[src/rtl/lcd_seq_pkg.sv]
package lcd_seq_pkg;

    localparam int MS_W       = 8;
    localparam int VAL_W      = 8;
    localparam int STEP_COUNT = 21;
    localparam int PC_W       = $clog2(STEP_COUNT);

    localparam logic [MS_W-1:0] PANEL_RST_MS = MS_W'(15 * 16 + 2);

    typedef enum logic [2:0] {
        OP_CSN    = 3'd0,
        OP_DCSEL  = 3'd1,
        OP_PANRST = 3'd2,
        OP_PAUSE  = 3'd3,
        OP_SEND   = 3'd4,
        OP_FINISH = 3'd5
    } seq_op_e;

    typedef enum logic [1:0] {
        ST_IDLE = 2'd0,
        ST_STEP = 2'd1,
        ST_SPI  = 2'd2,
        ST_TMR  = 2'd3
    } seq_state_e;

    typedef struct packed {
        seq_op_e          op;
        logic [VAL_W-1:0] val;
    } seq_step_t;

    function automatic seq_step_t mk(input seq_op_e o, input logic [VAL_W-1:0] v);
        seq_step_t s;
        s.op  = o;
        s.val = v;
        return s;
    endfunction

    // Step list; order is behaviour (power stages must ramp in this order).
    function automatic seq_step_t step_at(input logic [PC_W-1:0] idx);
        case (idx)
            5'd0:    return mk(OP_CSN,    8'h01);        // chip select released
            5'd1:    return mk(OP_DCSEL,  8'h00);        // command mode
            5'd2:    return mk(OP_CSN,    8'h00);        // chip select driven
            5'd3:    return mk(OP_PANRST, PANEL_RST_MS);
            5'd4:    return mk(OP_SEND,   8'hA3);
            5'd5:    return mk(OP_SEND,   8'hA0);
            5'd6:    return mk(OP_SEND,   8'hC8);
            5'd7:    return mk(OP_SEND,   8'hC2);
            5'd8:    return mk(OP_SEND,   8'h40);
            5'd9:    return mk(OP_SEND,   8'h2C);        // pump stage
            5'd10:   return mk(OP_PAUSE,  8'd50);
            5'd11:   return mk(OP_SEND,   8'h2E);        // regulator stage
            5'd12:   return mk(OP_PAUSE,  8'd50);
            5'd13:   return mk(OP_SEND,   8'h2F);        // follower stage
            5'd14:   return mk(OP_PAUSE,  8'd10);
            5'd15:   return mk(OP_SEND,   8'h26);
            5'd16:   return mk(OP_SEND,   8'hAF);
            5'd17:   return mk(OP_SEND,   8'hA6);
            5'd18:   return mk(OP_PAUSE,  8'd100);
            5'd19:   return mk(OP_CSN,    8'h01);
            default: return mk(OP_FINISH, 8'h00);
        endcase
    endfunction

endpackage

[src/rtl/lcd_ms_timer.sv]
module lcd_ms_timer
    import lcd_seq_pkg::*;
#(
    parameter int TICK_CYC = 50_000
) (
    input  logic            clk,
    input  logic            rst,
    input  logic            load,
    input  logic [MS_W-1:0] load_ms,
    output logic            fin
);
    localparam int SUB_W = (TICK_CYC > 1) ? $clog2(TICK_CYC) : 1;
    localparam logic [SUB_W-1:0] SUB_TOP = SUB_W'(TICK_CYC - 1);

    logic [MS_W-1:0]  ms_left;
    logic [SUB_W-1:0] sub;

    always_ff @(posedge clk) begin
        if (rst) begin
            ms_left <= '0;
            sub     <= '0;
            fin     <= 1'b0;
        end else begin
            fin <= 1'b0;
            if (load) begin
                ms_left <= load_ms;
                sub     <= SUB_TOP;
            end else if (ms_left != '0) begin
                if (sub == '0) begin
                    sub     <= SUB_TOP;
                    ms_left <= ms_left - 1'b1;
                    if (ms_left == MS_W'(1)) fin <= 1'b1;
                end else begin
                    sub <= sub - 1'b1;
                end
            end
        end
    end
endmodule

[src/rtl/lcd_spi_byte_tx.sv]
module lcd_spi_byte_tx #(
    parameter int HALF = 8
) (
    input  logic       clk,
    input  logic       rst,
    input  logic       go,
    input  logic [7:0] din,
    output logic       sck,
    output logic       mosi,
    output logic       fin
);
    localparam int TW = (HALF > 1) ? $clog2(HALF) : 1;
    localparam logic [TW-1:0] T_TOP = TW'(HALF - 1);

    logic [7:0]    sh;
    logic [3:0]    hidx;
    logic [TW-1:0] tcnt;
    logic          active;

    assign mosi = sh[7];

    always_ff @(posedge clk) begin
        if (rst) begin
            sh     <= '0;
            hidx   <= '0;
            tcnt   <= '0;
            active <= 1'b0;
            sck    <= 1'b0;
            fin    <= 1'b0;
        end else begin
            fin <= 1'b0;
            if (go && !active) begin
                sh     <= din;
                hidx   <= '0;
                tcnt   <= '0;
                active <= 1'b1;
                sck    <= 1'b0;
            end else if (active) begin
                if (tcnt == T_TOP) begin
                    tcnt <= '0;
                    if (hidx == 4'd15) begin
                        active <= 1'b0;
                        sck    <= 1'b0;
                        fin    <= 1'b1;
                    end else begin
                        hidx <= hidx + 1'b1;
                        sck  <= ~hidx[0];
                        if (hidx[0]) sh <= {sh[6:0], 1'b0};
                    end
                end else begin
                    tcnt <= tcnt + 1'b1;
                end
            end
        end
    end
endmodule

[src/rtl/lcd_seq_ctrl.sv]
module lcd_seq_ctrl
    import lcd_seq_pkg::*;
(
    input  logic            clk,
    input  logic            rst,
    input  logic            start,
    input  logic            tmr_fin,
    input  logic            spi_fin,
    output logic            tmr_load,
    output logic [MS_W-1:0] tmr_ms,
    output logic            spi_go,
    output logic [7:0]      spi_byte,
    output logic            cs_n,
    output logic            dc,
    output logic            panel_rst_n,
    output logic            busy,
    output logic            done
);
    seq_state_e      state;
    logic [PC_W-1:0] pc;
    seq_step_t       cur;

    always_comb begin
        cur      = step_at(pc);
        tmr_load = (state == ST_STEP) && (cur.op == OP_PANRST || cur.op == OP_PAUSE);
        tmr_ms   = cur.val;
        spi_go   = (state == ST_STEP) && (cur.op == OP_SEND);
        spi_byte = cur.val;
    end

    always_ff @(posedge clk) begin
        if (rst) begin
            state       <= ST_STEP;
            pc          <= '0;
            cs_n        <= 1'b1;
            dc          <= 1'b0;
            panel_rst_n <= 1'b1;
            busy        <= 1'b1;
            done        <= 1'b0;
        end else begin
            case (state)
                ST_IDLE: begin
                    if (start) begin
                        state <= ST_STEP;
                        pc    <= '0;
                        busy  <= 1'b1;
                        done  <= 1'b0;
                    end
                end
                ST_STEP: begin
                    case (cur.op)
                        OP_CSN: begin
                            cs_n <= cur.val[0];
                            pc   <= pc + 1'b1;
                        end
                        OP_DCSEL: begin
                            dc <= cur.val[0];
                            pc <= pc + 1'b1;
                        end
                        OP_PANRST: begin
                            panel_rst_n <= 1'b0;
                            state       <= ST_TMR;
                        end
                        OP_PAUSE: state <= ST_TMR;
                        OP_SEND:  state <= ST_SPI;
                        default: begin
                            busy  <= 1'b0;
                            done  <= 1'b1;
                            state <= ST_IDLE;
                        end
                    endcase
                end
                ST_SPI: begin
                    if (spi_fin) begin
                        pc    <= pc + 1'b1;
                        state <= ST_STEP;
                    end
                end
                ST_TMR: begin
                    if (tmr_fin) begin
                        panel_rst_n <= 1'b1;
                        pc          <= pc + 1'b1;
                        state       <= ST_STEP;
                    end
                end
                default: state <= ST_IDLE;
            endcase
        end
    end
endmodule

[src/rtl/lcd_bringup_seq.sv]
module lcd_bringup_seq
    import lcd_seq_pkg::*;
#(
    parameter int CLK_HZ   = 50_000_000,
    parameter int SCK_HALF = 4
) (
    input  logic clk,
    input  logic rst,
    input  logic start,
    output logic lcd_cs_n,
    output logic lcd_dc,
    output logic lcd_rst_n,
    output logic lcd_sck,
    output logic lcd_mosi,
    output logic busy,
    output logic done
);
    localparam int    TICK_CYC   = (CLK_HZ >= 1000) ? CLK_HZ / 1000 : 1;
    localparam longint SCK_MIN   = (longint'(CLK_HZ) * 3 + 64'd9_999_999) / 64'd10_000_000;
    localparam int    HALF_FLOOR = int'((SCK_MIN + 1) / 2);
    localparam int    HALF_USE   = (SCK_HALF > HALF_FLOOR) ? SCK_HALF : HALF_FLOOR;

    logic            tmr_load, tmr_fin, spi_go, spi_fin;
    logic [MS_W-1:0] tmr_ms;
    logic [7:0]      spi_byte;

    lcd_seq_ctrl u_ctrl (
        .clk        (clk),
        .rst        (rst),
        .start      (start),
        .tmr_fin    (tmr_fin),
        .spi_fin    (spi_fin),
        .tmr_load   (tmr_load),
        .tmr_ms     (tmr_ms),
        .spi_go     (spi_go),
        .spi_byte   (spi_byte),
        .cs_n       (lcd_cs_n),
        .dc         (lcd_dc),
        .panel_rst_n(lcd_rst_n),
        .busy       (busy),
        .done       (done)
    );

    lcd_ms_timer #(.TICK_CYC(TICK_CYC)) u_tmr (
        .clk    (clk),
        .rst    (rst),
        .load   (tmr_load),
        .load_ms(tmr_ms),
        .fin    (tmr_fin)
    );

    lcd_spi_byte_tx #(.HALF(HALF_USE)) u_spi (
        .clk (clk),
        .rst (rst),
        .go  (spi_go),
        .din (spi_byte),
        .sck (lcd_sck),
        .mosi(lcd_mosi),
        .fin (spi_fin)
    );
endmodule

[config.mk]
export PLATFORM = sky130hd
export DESIGN_NAME = lcd_bringup_seq
export DESIGN_NICKNAME = d
export VERILOG_FILES = /design/src/rtl/lcd_seq_pkg.sv /design/src/rtl/lcd_ms_timer.sv /design/src/rtl/lcd_spi_byte_tx.sv /design/src/rtl/lcd_seq_ctrl.sv /design/src/rtl/lcd_bringup_seq.sv
export SDC_FILE = /design/constraint.sdc
export NUM_CORES = 1
export LEC_CHECK = 0
export BUFFER_PORTS_ARGS = -buffer_cell sky130_fd_sc_hd__buf_2
export CORE_MARGIN = 4
export CORE_UTILIZATION = 62
export CTS_CLUSTER_SIZE = 24
export DETAILED_ROUTE_END_ITERATION = 8
export GPL_TIMING_DRIVEN = 0
export PLACE_DENSITY = 0.79
export SYNTH_ARGS = -nofsm -noshare
export SYNTH_HDL_FRONTEND = slang
export SYNTH_SLANG_ARGS = --single-unit
[constraint.sdc]
create_clock -name clk -period 2.65 [get_ports clk]
set_clock_uncertainty 0.1 [all_clocks]
set_input_delay 0.265 -clock clk [delete_from_list [all_inputs] [get_ports clk]]
set_output_delay 0.265 -clock clk [all_outputs]
set_load 0.01 [all_outputs]
==> After elaboration in Yosys (flattened, before gate mapping) <==
Memories as Yosys holds them, arrays and structs flattened. A register that Yosys moved wholly into a read port is not among the register bits.
Index checks and enable logic that the tools add are counted.
{ "word_totals": {"word_cells": 120, "n_memories": 1, "output_inout_bits": 7, "input_bits": 3, "register_bits": 55, "rom_bits": 352} }
{ "classes": {"reduce_logical": 33, "muxes": 40, "n_bitwise": 6, "eq_ne": 18, "n_addsub": 5} }
{ "mem_list": {"columns": ["name", "words", "width", "read_ports", "rd_clocked_by_memory_dff", "write_ports", "line_no", "text"], "rows": [
  ["(name not given)", 32, 11, 1, 1, 0, "lcd_seq_pkg.sv:40", "case (idx)"]
]} }
{ "ops": {"columns": ["op", "n"], "rows": [
  ["8-bit two-way mux", 8],
  ["16-bit two-way mux", 3],
  ["5-bit two-way mux", 6],
  ["5-bit case mux with 4 select lines", 1],
  ["16-bit zero test", 1],
  ["16-bit by 1-bit subtractor with 16-bit output (second input constant)", 1],
  ["2-bit nonzero test", 7],
  ["1-bit two-way mux", 13],
  ["4-bit AND reduction", 3],
  ["2-bit inequality test (second input constant)", 5],
  ["3-bit AND reduction", 3],
  ["8-bit by 1-bit equality test with 1-bit output (second input constant)", 1],
  ["2-bit case mux with 4 select lines", 1],
  ["2-bit AND reduction", 4],
  ["8-bit nonzero test", 1],
  ["2-bit OR reduction", 4],
  ["4-bit OR reduction", 2],
  ["8-bit by 1-bit subtractor with 8-bit output (second input constant)", 1],
  ["3-bit by 2-bit equality test with 1-bit output (second input constant)", 2],
  ["3-bit equality test (second input constant)", 2],
  ["2-bit two-way mux", 3],
  ["2-bit by 1-bit inequality test with 1-bit output (second input constant)", 3],
  ["1-bit NOT", 6],
  ["1-bit case mux with 2 select lines", 3],
  ["15 further kinds", 18]
]} }

==> Longest topological paths before layout <==
Gate-level depths: netlist of the first run.
{ "logic_depth": {"word_depth": 6, "depth_mapped": 10, "mapped_depth_nobuf": 9} }

==> Hierarchy <==
Synthesis of the first run repeated with hierarchy kept, for this count alone.
{ "hier_totals": {"hier_cells": 452, "area_unflattened_um2": 3916.3} }
{ "modules_own_cells": {"columns": ["module", "area_each_um2", "seq_area_each_um2", "n_inst", "cells_each"], "rows": [
  ["lcd_seq_ctrl", 1530.2, 460.4, 1, 177],
  ["lcd_ms_timer", 1508.9, 500.5, 1, 181],
  ["lcd_spi_byte_tx", 877.1, 360.3, 1, 94]
]} }

==> Least setup slack after synthesis of the first run <==
No wires, ideal clock.
{ "synth_timing": {"kind": "register -> register", "startpoint": "register u_ctrl.state[0]", "endpoint": "register u_ctrl.spi_byte[3] (netlist name)", "setup_slack_ns": 0.257, "period_less_slack_ns": 2.393, "n_path_buf": 0, "required_ns": 2.430, "path_stages_with_launch": 9, "t_arrival_ns": 2.173, "setup_time_ns": 0.120, "path_cell_list": "dfxtp_1 -> mux2_2 -> a211oi_2 -> a32o_1 -> inv_1 -> ha_1 -> mux2i_1 -> a2bb2oi_1 -> o21ai_1"} }
{ "synth_via": {"elab_chain_cells": 5, "elab_cells_between_ends": 12, "cone_classes": "eq/ne (7); mux (3); reduce/logical (2)"} }
{ "synth_lines": {"columns": ["item", "line_no", "text"], "rows": [
  ["from (decl)", "lcd_seq_ctrl.sv:19", "seq_state_e state;"],
  ["from (signal assigned)", "lcd_seq_ctrl.sv:33", "state <= ST_STEP;"],
  ["from (signal assigned)", "lcd_seq_ctrl.sv:44", "state <= ST_STEP;"],
  ["from (signal assigned)", "lcd_seq_ctrl.sv:62", "state <= ST_TMR;"],
  ["2-bit equality test, or another cell as far along", "lcd_seq_ctrl.sv:41", "case (state)"],
  ["2-bit by 1-bit inequality test with 1-bit output (no line) / 2-bit inequality test (equally long branches)", null, null],
  ["4-bit AND reduction (no line)", null, null],
  ["5-bit two-way mux (no line) (*) (2 in a row)", null, null]
]} }
Every way passes the cells marked *; elsewhere a longest branch is shown, timed or not.
A chain may end at the register's enable or synchronous reset.

==> Worst setup path in the final report of the first run <==
{ "layout_timing": {"startpoint": "register u_ctrl.pc[2]", "endpoint": "register u_ctrl.spi_byte[6] (netlist name)"} }
{ "layout_via": {"elab_chain_cells": 5, "elab_cells_between_ends": 7, "cone_classes": "add/sub (1); mux (6)"} }
{ "layout_lines": {"columns": ["item", "line_no", "text"], "rows": [
  ["from (decl)", "lcd_seq_ctrl.sv:20", "logic [PC_W-1:0] pc;"],
  ["from (signal assigned)", "lcd_seq_ctrl.sv:54", "pc <= pc + 1'b1;"],
  ["from (signal assigned)", "lcd_seq_ctrl.sv:58", "pc <= pc + 1'b1;"],
  ["from (signal assigned)", "lcd_seq_ctrl.sv:75", "pc <= pc + 1'b1;"],
  ["5-bit by 1-bit adder with 5-bit output", null, null],
  ["5-bit two-way mux, on equally long branches", null, null],
  ["5-bit case mux with 4 select lines", "lcd_seq_ctrl.sv:41", null],
  ["5-bit two-way mux (no line) (*) (2 in a row)", null, null]
]} }
Every way passes the cells marked *; elsewhere a longest branch is shown, timed or not. The select of a mux whose other input is x is not followed.

==> results of run 1 <==
routing by layer:
| metal | up-vias | part of all wire [%] | GRT usage, % |
|---|---|---|---|
| met5 | - | 0 | 0 |
| li1 | 1521 | - | - |
| met1 | 1476 | 47 | 34.11 |
| met3 | 14 | 5.2 | 6.587 |
| met2 | 93 | 46 | 39.98 |
| met4 | 0 | 1.3 | 7.190 |
area by class of cell:
| class | instances | share of cell area (%) |
|---|---|---|
| plain buffers | 20 | 2.448 |
| inverters | 13 | 1.256 |
| well taps | 70 | 2.254 |
| multi-input cells | 310 | 52.62 |
| flip-flops and latches | 66 | 34.04 |
| clock inverters | 5 | 1.997 |
| clock buffers | 11 | 3.639 |
| repair buffers | 12 | 1.739 |
through the flow:
step | cells | hold slack (ns) | utilization, %
floorplan | 409 | 0.3318 | -
global placement | 488 | 0.3547 | 68.33
detailed placement | 488 | 0.3632 | 68.33
CTS | 504 | 0.2181 | 72.74
global route | 507 | 0.2187 | 73.72
finish | 507 | 0.2380 | 73.72
path summary, 6_finish.rpt:
kind | start | endpoint | cells after the start
worst min register to register | u_ctrl.spi_byte[1] | u_tmr.ms_left[1] | 2
worst min-delay path | rst | u_ctrl.busy | 3
worst max register to register | u_ctrl.pc[2] | u_ctrl.spi_byte[6] | 8
worst max-delay path | u_ctrl.pc[2] | u_ctrl.spi_byte[6] | 8
Yosys cell counts, types with 4 or more instances:
| cell type | n | share of area [%] |
|---|---|---|
| or3_1 | 4 | 0.72 |
| a211oi_1 | 6 | 1.3 |
| ha_1 | 14 | 5.1 |
| nand3b_1 | 4 | 0.87 |
| a21oi_1 | 23 | 3.3 |
| xnor2_1 | 6 | 1.5 |
| nand2_1 | 39 | 4.2 |
| a21o_1 | 4 | 0.87 |
| nor3b_1 | 8 | 1.7 |
| a31oi_1 | 4 | 0.72 |
| a311oi_1 | 7 | 1.8 |
| and3_1 | 4 | 0.72 |
| and2_1 | 4 | 0.72 |
| dfxtp_1 | 66 | 38 |
| xor2_1 | 13 | 3.3 |
| nor3_1 | 13 | 1.9 |
| inv_1 | 11 | 1.2 |
| nor2_1 | 47 | 5.1 |
| nand2b_1 | 7 | 1.3 |
| or4_1 | 4 | 0.87 |
| clkbuf_1 | 13 | 1.4 |
| nand3_1 | 24 | 3.5 |
| o21ai_0 | 10 | 1.4 |
| nand4_1 | 7 | 1.3 |
| mux2i_1 | 8 | 2.3 |
power by group through the flow:
stage,logic (mW),registers (mW),clock network (mW)
after global routing,2.68,1.50,0.976
final,2.42,1.46,0.919
after floorplan,1.84,1.42,0
after CTS,2.33,1.45,0.927
after detailed placement,2.27,1.47,0
after global placement,2.22,1.46,0
worst min-delay path: stages:
cell     delay, ns
buf_2         0.10
inv_1         0.16
o21ai_0       0.11
kinds of logic after synthesis:
family / count (synthesis) / synth area share, %
AND/OR/NAND/NOR: 180 / 27.20
AO/OA/AOI/OAI: 86 / 17.32
flip-flops: 66 / 38.10
adder cells (fa/ha/maj): 14 / 5.051
buffers and inverters: 33 / 4.113
XOR/XNOR: 19 / 4.798
multiplexers: 11 / 3.427
flip-flops by register name, indices dropped and copies added, names as in the netlist, 2 cells and up:
| register | count |
|---|---|
| u_tmr.sub | 16 |
| u_ctrl.spi_byte | 8 |
| u_spi.sh | 8 |
| u_tmr.ms_left | 8 |
| u_ctrl.pc | 5 |
| u_spi.hidx | 4 |
| u_ctrl.cur | 3 |
| u_spi.tcnt | 3 |
| u_ctrl.state | 2 |
timing repair:
action                     CTS  global route
setup buffers                0             3
gates resized for setup      3             6
pin swaps                    0             2
setup endpoints to repair    1            12
hold buffers                 0             0
==> results_dict.tcl, run 1 <==
set metrics [dict create \
    route.detailed.drc 0 \
    antenna_found_initial 0 \
    dp_slack_ns -0.07949 \
    total_power_mw 4.806 \
    ioPinCount 10 \
    rrSetupSlack_ns 0.16 \
    cp.required_ns 2.79 \
    mostFrequentLayoutCell "dfxtp_1" \
    synth-seq-area-share_pct 38.10 \
    avgViaCountPerCell 6.122 \
    worst-path-max-fanout 10 \
    outcome "completed" \
    core-area_mm2 0.005270 \
    synthesis.nets 426 \
    total_vias_in_the_final_route 3104 \
    worst_setup_path_start_kind "flop" \
    switching_share_pct 42.04 \
    path_cells "clkbuf_2, or4b_4, o22ai_2, mux2i_4, inv_2, nor2_1, a22oi_1, o32ai_1" \
    clkPwrFrac_pct 19.1 \
    maxClockFrequency_mhz 401.0 \
    setup-violations-final 0 \
    final_layout_size_suffix_gt1_share_pct 11.90 \
    cts_buffers 9 \
    gr-usage-all-layers_pct 25.31 \
    syn_area_per_cell_um2 8.480 \
    timing_hold_violations_final 0 \
    critPathSlowestCell "or4b_4" \
    dpl-instance-area_mm2 0.003601 \
    worst_slew_pin_slew_ns 0.5793 \
    synth.cell_area_mm2 0.003468 \
    p_per_area_mw_per_mm2 1237 \
    synthDistinctLibCells 61 \
    1st_pass_router_iterations 5 \
    tns_ns 0 \
    min_period_ns 2.494 \
    vdd_drop_max_uv 655.4 \
    synthToLayoutAreaGrowth_pct 12.01 \
    number_of_buffers_and_inverters_on_the_critical_path 2 \
    worst_slack_ns 0.1565 \
    combPwrFrac_pct 50.4 \
    tritoncts "yes" \
    maxCapViolations 0 \
    slowest_delay_ns 0.50 \
    fp.dieH_um 82.80 \
    p_leak_nw 1.523 \
    cts_num_sinks 66 \
    kind_of_end_point_of_the_critical_path "flop" \
    postLayoutCellArea_mm2 0.003885 \
    grt_pass1_vias 2824 \
    place.port_buffers 9 \
    clock_root_buffer "clkbuf_8" \
    cts-root-to-sink-buffers 2 \
    multi_input_area_mm2 0.002044 \
    place.detailed.hpwl_mm 5.426 \
    timing.final.max_slew_violations 0 \
    final_nets 449 \
    core.rowCount 26 \
    most-common-layout-cells "dfxtp_1 (65), nor2_1 (47), nand2_1 (39), nand3_1 (24), a21oi_1 (23)" \
    power.net_switching_mw 2.020 \
    hold_class "in -> reg" \
    cts.reportedPaths.clkPinSlew_ns 0.07 \
    rsz0062_at_grt "false" \
    antenna-diode-count 0 \
    netlist_instances 409 \
    n_fill_cell 418 \
    final_clock_period_utilization_by_the_worst_path_pct 94.10 \
    dieWidth_um 82.80 \
    grt_pass1_wl_mm 13.28 \
    final_antenna_net_count 0 \
    floorplan.initialDensity_pct 65.81 \
    timing.critical_path.max_delay_family "simple AND/OR/NAND/NOR gates" \
    ys_ff_latch 66 \
    routed_wire_length_per_instance_um 15.55 \
    top_reg_cell_synth "dfxtp_1" \
    h_tree_level_count 3 \
    synth-edff-count 0 \
    slew_headroom_pct 61.38 \
    seqPwrFrac_pct 30.5 \
    drt-total-wl_mm 7.884 \
    worst_ep_arrival_time_ns 2.64 \
    clk_latency_ns 0.34 \
    async_reset_ff_share_pct 0 \
    grt_overflow 0 \
    grt_start_max_net_pins 12 \
    yosysWarningCount 0 \
    routabilityCongestion 0.9010 \
    area_of_all_sequential_standard_cells_mm2 0.001323 \
    die_area_mm2 0.006855 \
    internal_power_mw 2.785 \
    worst-setup-path-type "reg -> reg" \
    drtIter0Drc 242 \
]
No activity file was read; power rests on OpenSTA's default activity.
==> run 2, diff against run 1 <==
--- a/config.mk
+++ b/config.mk
@@ -7,11 +7,12 @@
 export LEC_CHECK = 0
 export BUFFER_PORTS_ARGS = -buffer_cell sky130_fd_sc_hd__buf_2
 export CORE_MARGIN = 4
-export CORE_UTILIZATION = 62
+export CORE_UTILIZATION = 64
+export CTS_BUF_LIST = sky130_fd_sc_hd__clkbuf_8
 export CTS_CLUSTER_SIZE = 24
 export DETAILED_ROUTE_END_ITERATION = 8
 export GPL_TIMING_DRIVEN = 0
-export PLACE_DENSITY = 0.79
+export PLACE_DENSITY = 0.82
 export SYNTH_ARGS = -nofsm -noshare
 export SYNTH_HDL_FRONTEND = slang
 export SYNTH_SLANG_ARGS = --single-unit
==> run 2 against run 1 <==
Global-route usage increased by 0.43 points. Register-to-register slack got worse by 0.05 ns. Maximum frequency decreased by 1.8%. Cell area increased by 0.87%. Sequential power about the same. Combinational power increased by 2%. Die area decreased by 2.8%. Power increased by 1.5%. Clock-buffer cell count increased by 3. Sequential cell count unchanged. Critical path depth decreased by 1. Core utilization increased by 2.0 points. Largest cell class unchanged. Highest routed layer unchanged.
==> results_dict.tcl, run 2 (synthesis gave the netlist of run 1 again) <==
set metrics [dict create \
    final_layout_size_suffix_gt1_share_pct 12.76 \
    internal_power_mw 2.830 \
    cp.required_ns 2.82 \
    worst_slew_pin_slew_ns 0.5797 \
    placed_cells 488 \
    antenna_found_initial 0 \
    place.detailed.hpwl_mm 5.517 \
    maxCapViolations 0 \
    power.net_switching_mw 2.046 \
    seqPwrFrac_pct 30.1 \
    outcome "completed" \
    n_fill_cell 382 \
    cts.reportedPaths.clkPinSlew_ns 0.08 \
    worst_setup_path_start_kind "flop" \
    place.port_buffers 9 \
    worstHoldPathCells 3 \
    setup-violations-final 0 \
    hold-path-endpoint "u_ctrl.cs_n" \
    final_clock_period_utilization_by_the_worst_path_pct 95.86 \
    final_core_util_pct 75.76 \
    combPwrFrac_pct 50.6 \
    r2r-end "u_ctrl.spi_byte[5]" \
    route.detailed.drc 0 \
    slew_headroom_pct 61.35 \
    timing.final.max_slew_violations 0 \
    worst-path-max-fanout 10 \
    final_antenna_net_count 0 \
    most-common-layout-cells "dfxtp_1 (66), nor2_1 (47), nand2_1 (38), nand3_1 (24), a21oi_1 (23)" \
    floorplan.initialDensity_pct 67.05 \
    drtIter0Drc 209 \
    cts_buffers 9 \
    p_per_area_mw_per_mm2 1244 \
    h_tree_level_count 3 \
    drt-total-wl_mm 8.179 \
    p_leak_nw 1.545 \
    rrSetupSlack_ns 0.11 \
    grt_pass1_wl_mm 13.19 \
    dp_slack_ns -0.09078 \
    total_power_mw 4.876 \
    die_area_mm2 0.006661 \
    worst_ep_arrival_time_ns 2.71 \
    antenna-diode-count 0 \
    reg2reg_depth 7 \
    largest_register_ff_count 16 \
    timing.hold.worst.start "rst" \
    mostFrequentLayoutCell "dfxtp_1" \
    finish.cell_count_without_fillers 509 \
    synthToLayoutAreaGrowth_pct 12.99 \
    grt_start_max_net_pins 11 \
    clkPwrFrac_pct 19.4 \
    total_vias_in_the_final_route 3151 \
    grt_pass1_vias 2859 \
    dieWidth_um 81.62 \
    min_period_ns 2.540 \
    1st_pass_router_iterations 4 \
    core-area_mm2 0.005172 \
    cts_num_sinks 66 \
    tritoncts "yes" \
    critical_path.reg2reg.startpoint "u_ctrl.state[0]" \
    hold_class "in -> reg" \
    routed_wire_length_per_instance_um 16.07 \
    worst-setup-path-type "reg -> reg" \
    core.rowCount 26 \
    vdd_drop_max_uv 609.8 \
    avgViaCountPerCell 6.191 \
    postLayoutCellArea_mm2 0.003919 \
    ioPinCount 10 \
    routabilityCongestion 0.9401 \
    gr-usage-all-layers_pct 25.74 \
    worst_slack_ns 0.1096 \
    grt_overflow 0 \
    cts-root-to-sink-buffers 2 \
    final_nets 452 \
    maxClockFrequency_mhz 393.6 \
    clock_root_buffer "clkbuf_8" \
    dpl-instance-area_mm2 0.003601 \
    clk_latency_ns 0.35 \
    switching_share_pct 41.95 \
    timing_hold_violations_final 0 \
    kind_of_end_point_of_the_critical_path "flop" \
    regMostFlops "u_tmr.sub" \
    fp.dieH_um 81.62 \
    ctsHoldBuffers 0 \
]
run 2: through the flow:
step,TNS (ns),hold WS [ns]
final,0,0.1777
after global routing,-0.005217,0.1984
after CTS,0,0.1760
after detailed placement,-0.09078,0.3594
after global placement,-0.04983,0.3498
after floorplan,0,0.3318
run 2: worst max path at each step:
stage	start	end	slack (ns)	depth (start not counted)
after global placement	u_ctrl.state[0]	u_ctrl.spi_byte[3]	-0.05	8
after global routing	u_ctrl.state[0]	u_ctrl.spi_byte[3]	-0.005	8
after floorplan	u_ctrl.state[0]	u_ctrl.spi_byte[3]	0.26	8
after CTS	u_ctrl.pc[2]	u_ctrl.cur[10]	0.03	7
final	u_ctrl.state[0]	u_ctrl.spi_byte[5]	0.11	7
after detailed placement	u_ctrl.state[0]	u_ctrl.spi_byte[3]	-0.09	8
run 2: worst max-delay path, cell delays in order, from the launching register on:
cell and delay, ns:
dfxtp_1 0.42, buf_2 0.25, mux2i_1 0.41, o22ai_2 0.15
mux2i_4 0.28, nor4_2 0.55, nand2b_1 0.18, o211ai_1 0.13
run 2: cell type report:
class	instances	area, um^2	share of cell area [%]
plain buffers	20	95.09	2.427
clock buffers	14	192.7	4.917
clock inverters	1	30.03	0.7663
inverters	13	48.80	1.245
multi-input cells	310	2053	52.39
flip-flops and latches	66	1321	33.72
well taps	70	87.58	2.235
repair buffers	15	90.09	2.299
run 2: what timing repair did:
item / CTS / global route
resized for setup: 3 / 7
setup buffers: 0 / 6
setup endpoints to repair: 2 / 11
pin swaps: 0 / 2
run 2: power groups by stage:
stage                     logic (mW)  clock network [mW]  registers, mW
after floorplan                 1.84                   0           1.42
after detailed placement        2.27                   0           1.47
after global placement          2.22                   0           1.46
after CTS                       2.32               0.947           1.46
final                           2.47               0.944           1.47
after global routing            2.73               0.995           1.49
run 2: routing by layer:
metal | vias to the layer above | track usage (%) | share of wire [%]
li1 | 1528 | - | -
met1 | 1462 | 33.47 | 43
met2 | 135 | 40.72 | 48
met3 | 26 | 5.811 | 6.6
met4 | 0 | 11.63 | 2.6
met5 | - | 0 | 0
